$ cat src/rtl/tmr_i2c_pkg.sv
package tmr_i2c_pkg;

   typedef enum logic [2:0] {
      ST_IDLE, ST_ADDR, ST_AACK, ST_PTR,
      ST_DACK, ST_WDATA, ST_RDATA, ST_RACK
   } fsm_e;

   // protocol state of one copy (storage is kept separately)
   typedef struct packed {
      logic       scl_q1;
      logic       scl_q2;
      logic       sda_q1;
      logic       sda_q2;
      fsm_e       fsm;
      logic [3:0] cnt;
      logic [7:0] shr;
      logic [7:0] ptr;
      logic       rw;
      logic       mack;
      logic       drive;
   } ctrl_t;

   localparam int CTRL_W = $bits(ctrl_t);

   localparam ctrl_t CTRL_RST = '{
      scl_q1: 1'b1, scl_q2: 1'b1, sda_q1: 1'b1, sda_q2: 1'b1,
      fsm: ST_IDLE, cnt: 4'd0, shr: 8'd0, ptr: 8'd0,
      rw: 1'b0, mack: 1'b0, drive: 1'b0
   };

endpackage

$ cat src/rtl/tmr_vote.sv
module tmr_vote #(
   parameter int W = 8
) (
   input  logic [W-1:0] a_i,
   input  logic [W-1:0] b_i,
   input  logic [W-1:0] c_i,
   output logic [W-1:0] y_o
);
   initial assert (W >= 1) else $error("tmr_vote: W must be positive");

   for (genvar i = 0; i < W; i++) begin : g_bit
      assign y_o[i] = (a_i[i] & b_i[i]) | (a_i[i] & c_i[i]) | (b_i[i] & c_i[i]);
   end
endmodule

$ cat src/rtl/i2c_tgt_next.sv
module i2c_tgt_next
   import tmr_i2c_pkg::*;
#(
   parameter int         NREG     = 16,
   parameter logic [6:0] DEV_ADDR = 7'h2A,
   localparam int        RW       = NREG * 8
) (
   input  ctrl_t         cur_i,
   input  logic [RW-1:0] regs_i,
   input  logic          scl_i,
   input  logic          sda_i,
   output ctrl_t         nxt_o,
   output logic [RW-1:0] regs_o
);
   logic       scl_rise, scl_fall, start_c, stop_c;
   logic [7:0] rbyte;

   assign scl_rise = cur_i.scl_q1 & ~cur_i.scl_q2;
   assign scl_fall = ~cur_i.scl_q1 & cur_i.scl_q2;
   assign start_c  = cur_i.scl_q1 & cur_i.scl_q2 & cur_i.sda_q2 & ~cur_i.sda_q1;
   assign stop_c   = cur_i.scl_q1 & cur_i.scl_q2 & ~cur_i.sda_q2 & cur_i.sda_q1;

   // byte at the pointer, zero when the pointer is past the file
   always_comb begin
      rbyte = 8'h00;
      for (int i = 0; i < NREG; i++)
         if (cur_i.ptr == 8'(i)) rbyte = regs_i[i*8 +: 8];
   end

   always_comb begin
      nxt_o        = cur_i;
      regs_o       = regs_i;
      nxt_o.scl_q1 = scl_i;
      nxt_o.scl_q2 = cur_i.scl_q1;
      nxt_o.sda_q1 = sda_i;
      nxt_o.sda_q2 = cur_i.sda_q1;
      if (start_c) begin
         nxt_o.fsm   = ST_ADDR;
         nxt_o.cnt   = 4'd0;
         nxt_o.drive = 1'b0;
      end else if (stop_c) begin
         nxt_o.fsm   = ST_IDLE;
         nxt_o.cnt   = 4'd0;
         nxt_o.drive = 1'b0;
      end else begin
         unique case (cur_i.fsm)
            ST_IDLE: ;
            ST_ADDR, ST_PTR, ST_WDATA: begin
               if (scl_rise) begin
                  nxt_o.shr = {cur_i.shr[6:0], cur_i.sda_q1};
                  nxt_o.cnt = cur_i.cnt + 4'd1;
               end else if (scl_fall && cur_i.cnt == 4'd8) begin
                  nxt_o.cnt   = 4'd0;
                  nxt_o.drive = 1'b1;
                  if (cur_i.fsm == ST_ADDR) begin
                     if (cur_i.shr[7:1] == DEV_ADDR) begin
                        nxt_o.rw  = cur_i.shr[0];
                        nxt_o.fsm = ST_AACK;
                     end else begin
                        nxt_o.drive = 1'b0;
                        nxt_o.fsm   = ST_IDLE;
                     end
                  end else if (cur_i.fsm == ST_PTR) begin
                     nxt_o.ptr = cur_i.shr;
                     nxt_o.fsm = ST_DACK;
                  end else begin
                     for (int i = 0; i < NREG; i++)
                        if (cur_i.ptr == 8'(i)) regs_o[i*8 +: 8] = cur_i.shr;
                     nxt_o.ptr = cur_i.ptr + 8'd1;
                     nxt_o.fsm = ST_DACK;
                  end
               end
            end
            ST_AACK: begin
               if (scl_fall) begin
                  if (cur_i.rw) begin
                     nxt_o.shr   = rbyte;
                     nxt_o.drive = ~rbyte[7];
                     nxt_o.cnt   = 4'd0;
                     nxt_o.fsm   = ST_RDATA;
                  end else begin
                     nxt_o.drive = 1'b0;
                     nxt_o.fsm   = ST_PTR;
                  end
               end
            end
            ST_DACK: begin
               if (scl_fall) begin
                  nxt_o.drive = 1'b0;
                  nxt_o.fsm   = ST_WDATA;
               end
            end
            ST_RDATA: begin
               if (scl_rise) begin
                  nxt_o.cnt = cur_i.cnt + 4'd1;
               end else if (scl_fall) begin
                  if (cur_i.cnt == 4'd8) begin
                     nxt_o.drive = 1'b0;
                     nxt_o.ptr   = cur_i.ptr + 8'd1;
                     nxt_o.cnt   = 4'd0;
                     nxt_o.fsm   = ST_RACK;
                  end else begin
                     nxt_o.shr   = {cur_i.shr[6:0], 1'b0};
                     nxt_o.drive = ~cur_i.shr[6];
                  end
               end
            end
            ST_RACK: begin
               if (scl_rise) begin
                  nxt_o.mack = ~cur_i.sda_q1;
               end else if (scl_fall) begin
                  if (cur_i.mack) begin
                     nxt_o.shr   = rbyte;
                     nxt_o.drive = ~rbyte[7];
                     nxt_o.cnt   = 4'd0;
                     nxt_o.fsm   = ST_RDATA;
                  end else begin
                     nxt_o.fsm = ST_IDLE;
                  end
               end
            end
            default: nxt_o.fsm = ST_IDLE;
         endcase
      end
   end
endmodule

$ cat src/rtl/tmr_i2c_regfile.sv
module tmr_i2c_regfile
   import tmr_i2c_pkg::*;
#(
   parameter int         NREG     = 16,
   parameter logic [6:0] DEV_ADDR = 7'h2A,
   localparam int        RW       = NREG * 8
) (
   input  logic          clk,
   input  logic          rst_n,
   input  logic          scl_in,
   input  logic          sda_in,
   output logic          sda_oe,
   input  logic [2:0]    upset_inj,
   output logic [RW-1:0] coef_bus
);
   initial begin
      assert (NREG >= 1 && NREG <= 256) else $error("NREG must lie in 1..256");
      assert (DEV_ADDR >= 7'h08 && DEV_ADDR <= 7'h77) else $error("DEV_ADDR is a reserved address");
   end

   logic [CTRL_W-1:0] c_v_raw;
   ctrl_t             c_v;
   logic [RW-1:0]     r_v;

   assign c_v = ctrl_t'(c_v_raw);

   // three complete copies; each reloads from the voted state
   for (genvar k = 0; k < 3; k++) begin : g_copy
      logic [CTRL_W-1:0] c_q;
      logic [RW-1:0]     r_q;
      ctrl_t             c_n;
      logic [RW-1:0]     r_n;

      i2c_tgt_next #(.NREG(NREG), .DEV_ADDR(DEV_ADDR)) u_next (
         .cur_i (c_v),
         .regs_i(r_v),
         .scl_i (scl_in),
         .sda_i (sda_in),
         .nxt_o (c_n),
         .regs_o(r_n)
      );

      always_ff @(posedge clk) begin
         if (!rst_n) begin
            c_q <= CTRL_RST;
            r_q <= '0;
         end else begin
            c_q <= c_n ^ {CTRL_W{upset_inj[k]}};
            r_q <= r_n ^ {RW{upset_inj[k]}};
         end
      end
   end

   tmr_vote #(.W(CTRL_W)) u_vote_ctrl (
      .a_i(g_copy[0].c_q), .b_i(g_copy[1].c_q), .c_i(g_copy[2].c_q), .y_o(c_v_raw)
   );
   tmr_vote #(.W(RW)) u_vote_regs (
      .a_i(g_copy[0].r_q), .b_i(g_copy[1].r_q), .c_i(g_copy[2].r_q), .y_o(r_v)
   );

   assign coef_bus = r_v;
   assign sda_oe   = c_v.drive;

   logic stop_v;
   assign stop_v = c_v.scl_q1 & c_v.scl_q2 & ~c_v.sda_q2 & c_v.sda_q1;


   reset_clear_chk: assert property (@(posedge clk) disable iff (!rst_n)
      $rose(rst_n) |-> (coef_bus == '0 && !sda_oe));


   copies_agree_chk: assert property (@(posedge clk) disable iff (!rst_n)
      ($past(upset_inj) == 3'b000) |->
         (g_copy[0].c_q == g_copy[1].c_q && g_copy[1].c_q == g_copy[2].c_q &&
          g_copy[0].r_q == g_copy[1].r_q && g_copy[1].r_q == g_copy[2].r_q));


   ptr_step_chk: assert property (@(posedge clk) disable iff (!rst_n)
      (c_v.ptr != $past(c_v.ptr)) |->
         (c_v.ptr == $past(c_v.ptr) + 8'd1 || $past(c_v.fsm) == ST_PTR));


   sda_owner_chk: assert property (@(posedge clk) disable iff (!rst_n)
      sda_oe |-> (c_v.fsm inside {ST_AACK, ST_DACK, ST_RDATA}));


   stop_idle_chk: assert property (@(posedge clk) disable iff (!rst_n)
      $past(stop_v) |-> (c_v.fsm == ST_IDLE && !sda_oe));
endmodule

$ cat config.mk
export PLATFORM = sky130hd
export DESIGN_NAME = tmr_i2c_regfile
export DESIGN_NICKNAME = d
export VERILOG_FILES = /design/src/rtl/tmr_i2c_pkg.sv /design/src/rtl/tmr_vote.sv /design/src/rtl/i2c_tgt_next.sv /design/src/rtl/tmr_i2c_regfile.sv
export SDC_FILE = /design/constraint.sdc
export NUM_CORES = 1
export LEC_CHECK = 0
export BUFFER_PORTS_ARGS = -buffer_cell sky130_fd_sc_hd__buf_2
export CAP_MARGIN = 0
export CORE_MARGIN = 5
export CORE_UTILIZATION = 61
export CTS_BUF_LIST = sky130_fd_sc_hd__clkbuf_16
export DETAILED_ROUTE_END_ITERATION = 7
export GPL_TIMING_DRIVEN = 0
export PLACE_DENSITY = 0.8
export SLEW_MARGIN = 15
export SYNTH_ARGS = -nofsm -noshare
export SYNTH_HDL_FRONTEND = slang
export SYNTH_SLANG_ARGS = --single-unit
$ cat constraint.sdc
create_clock -name clk -period 4.2 [get_ports clk]
set_clock_uncertainty 0.2 [all_clocks]
set_input_delay 0.42 -clock clk [delete_from_list [all_inputs] [get_ports clk]]
set_output_delay 0.42 -clock clk [all_outputs]
set_load 0.01 [all_outputs]
==> impl_metrics.ini <==
[synthesis]
netlist.area_leader.share_pct = 41.37
synth_common_cells = dfxtp_1, and2_1, xnor2_1
yosys.area.top_type = dfxtp_1
yosys_most_used_dff = dfxtp_1
yosys_warnings = 0
synth-seq-cells = 474
avgSynthCellArea_um2 = 9.991
synth_edf_count = 0
syn_inst = 2296
ys_types = 82
synthesis.nets = 2309
syn_area_um2 = 22940
ys_seq_area_share_pct = 41.37
synth_area_leaders = dfxtp_1, xnor2_1, and2_1
yosysMostFrequentCell = dfxtp_1
async_flop_share_pct = 0

[floorplanning]
rows = 71
start_util_pct = 61.33
die_y_um = 203.9
core-area_um2 = 37400
dieArea_um2 = 41580
fp.dieW_um = 203.9
ios = 136

[placed_design]
dpl_cell_area_um2 = 24240
place_congestion = 0.9706
port_buffers = 132
place_hpwl_um = 46650

[sta]
worst_pin_slew_ps = 1322
rsz0062_at_grt = no
setup_viol = 0
setup_tns_ps = 0
finalHoldViolCount = 0
period_minus_slack_ps = 4128
post-route-period-util_pct = 98.30
drv_slew = 0
relSlewSlack_pct = 11.90
clock.fmax_mhz = 242.2

[drt]
vias = 17420
drtIter0Drc = 1505
drt_pass1_iterations = 6
wl_per_cell_um = 21.75
antenna_left = 0
vias_per_cell = 5.751
totalWireLength_um = 65870
drc = 0

[min_path]
worstHoldEndpoint = g_copy[2].c_q[13]$_SDFF_PN0_
hold_depth = 4
min_path_type = in -> reg
min_from = rst_n

[worst_setup_path]
timing.rr.start = g_copy[2].c_q[3]$_SDFF_PN0_
required_ps = 4490
worstSetupPathType = reg -> reg
r2r-end = g_copy[2].c_q[11]$_SDFF_PN0_
endpoint_kind = flip-flop
startpoint_type = flip-flop
timing.reg2reg.setup_slack_ps = 70
reg2reg_depth = 13
crit_fanout = 10
crit_arrival_ps = 4420

[clocking]
cts_root_buf = clkbuf_16
cts_tree = yes
worstSkewPairLatency_ps = 580
clockBufferDepth = 3
htree_levels = 2
cts.sinks = 474
path_clk_slew_ps = 60
cts_buffers = 48

[power]
ir_drop_mv = 0.3898
power_frac_clock_pct = 31.9
switching_share_pct = 30.91
p_int_mw = 8.715
p_per_area_nw_per_um2 = 490.1
p_comb_share_pct = 26.6
switching_power_mw = 3.898
seq_power_share_pct = 41.5
p_leak_nw = 9.816

[cells_and_area]
final_area_um2 = 25740
area_delta_synth_final_pct = 12.20
drive_above_1_share_pct = 11.64
fillCellCount = 2905
fin_util_pct = 68.81
nets = 2493

[global_route]
grt_first_pass_wirelength_um = 100100
grt_overflow = 0
grt_pass1_vias = 17180
grt_use_total_pct = 31.00
grt_max_degree = 14
antenna_found_initial = 0

[status]
status = finished clean

[flow_run]
maxCapViolCount = 0
## metal layers
| metal | vias up | global-route usage, % | wire length, um |
|---|---|---|---|
| li1 | 8008 | - | - |
| met5 | - | 0 | 0 |
| met4 | 0 | 13.66 | 3099 |
| met2 | 724 | 51.10 | 30630 |
| met3 | 189 | 5.316 | 4806 |
| met1 | 8499 | 40.21 | 27330 |
## power by group through the flow
stage	sequential (mW)	combinational [mW]	clock (mW)
2_1_floorplan	5.29	2.34	0
3_3_place_gp	5.30	3.19	0
3_5_place_dp	5.34	3.27	0
4_1_cts	5.24	3.30	4.05
5_1_grt	5.28	3.57	4.26
6_report	5.23	3.35	4.03
## worst max-delay path, cell delays in order (launching register included)
cell,delay (ps)
dfxtp_1,300
maj3_1,490
inv_1,180
ha_1,240
clkbuf_1,440
inv_1,110
clkbuf_1,330
o221a_2,230
a21oi_1,100
o21ai_0,190
a221oi_1,440
o2111ai_2,210
a21oi_2,350
mux2i_1,230
## how the worst max path moves through the flow
| stage | from | to | slack, ps |
|---|---|---|---|
| final | g_copy[2].c_q[3]$_SDFF_PN0_ | g_copy[2].c_q[11]$_SDFF_PN0_ | 70 |
| after global routing | g_copy[2].c_q[3]$_SDFF_PN0_ | g_copy[1].c_q[11]$_SDFF_PN0_ | 10 |
| after CTS | g_copy[2].c_q[3]$_SDFF_PN0_ | g_copy[2].c_q[11]$_SDFF_PN0_ | 10 |
| after detailed placement | g_copy[2].c_q[3]$_SDFF_PN0_ | g_copy[2].c_q[11]$_SDFF_PN0_ | 30 |
| after global placement | g_copy[2].c_q[3]$_SDFF_PN0_ | g_copy[1].c_q[11]$_SDFF_PN0_ | 30 |
| after floorplan | g_copy[2].c_q[4]$_SDFF_PN0_ | g_copy[2].c_q[12]$_SDFF_PN0_ | 1010 |
## placed cells by master (no fill, tap or decap), drive strengths merged, types with 8 or more instances in the layout
| cell type | count |
|---|---|
| a21oi | 54 |
| buf | 191 |
| a211oi | 12 |
| nand2b | 9 |
| xor2 | 31 |
| xnor2 | 424 |
| and2 | 441 |
| nand3 | 37 |
| nor3 | 11 |
| nand2 | 61 |
| maj3 | 157 |
| clkbuf | 148 |
| inv | 22 |
| o22ai | 26 |
| and3 | 8 |
| a22oi | 13 |
| dfxtp | 474 |
| clkinv | 24 |
| mux2i | 142 |
| a221oi | 11 |
| o21ai | 55 |
| nor2 | 47 |
| nand4 | 9 |
## sequential cells by signal, summed over array words and instances (netlist names)
signal,cells
g_copy.c_q,90
g_copy.r_q,384
## metrics by stage
step | setup WS, ps | hold WS [ps] | power [mW] | instances
after floorplan | 1005 | 337.1 | 7.633 | 2296
after global placement | 28.57 | 492.5 | 8.490 | 2939
after detailed placement | 33.00 | 496.3 | 8.608 | 2939
after CTS | 11.26 | 256.3 | 12.59 | 3029
after global routing | 10.55 | 307.6 | 13.12 | 3028
final | 71.55 | 292.0 | 12.61 | 3029
## layout make-up
type / instances / area [um2] / area share, %
Antenna cell: 1 / 2.502 / 0.009723
Buffer: 157 / 629.4 / 2.445
Clock buffer: 49 / 1226 / 4.764
Clock inverter: 38 / 239.0 / 0.9286
Inverter: 12 / 45.04 / 0.1750
Multi-Input combinational cell: 1652 / 12780 / 49.65
Sequential cell: 474 / 9489 / 36.87
Tap cell: 511 / 639.4 / 2.484
Timing Repair Buffer: 135 / 688.2 / 2.674
## kinds of logic after synthesis
logic type	Yosys count	synth area share, %
XOR/XNOR	455	17.37
multiplexers	142	6.720
AO/OA/AOI/OAI	231	6.704
flip-flops	474	41.37
adder cells (fa/ha/maj)	163	7.227
AND/OR/NAND/NOR	661	17.68
buffers and inverters	170	2.929
## what timing repair did
| action | 4_1_cts | 5_1_grt |
|---|---|---|
| hold buffers | 2 | 0 |
| setup endpoints to repair | 1 | 54 |
| endpoints found under the hold margin | 6 | 0 |
| setup buffers | 1 | 0 |
| gates resized for setup | 0 | 5 |
| pin swaps | 1 | 0 |
No activity file was read; power rests on OpenSTA's default activity.
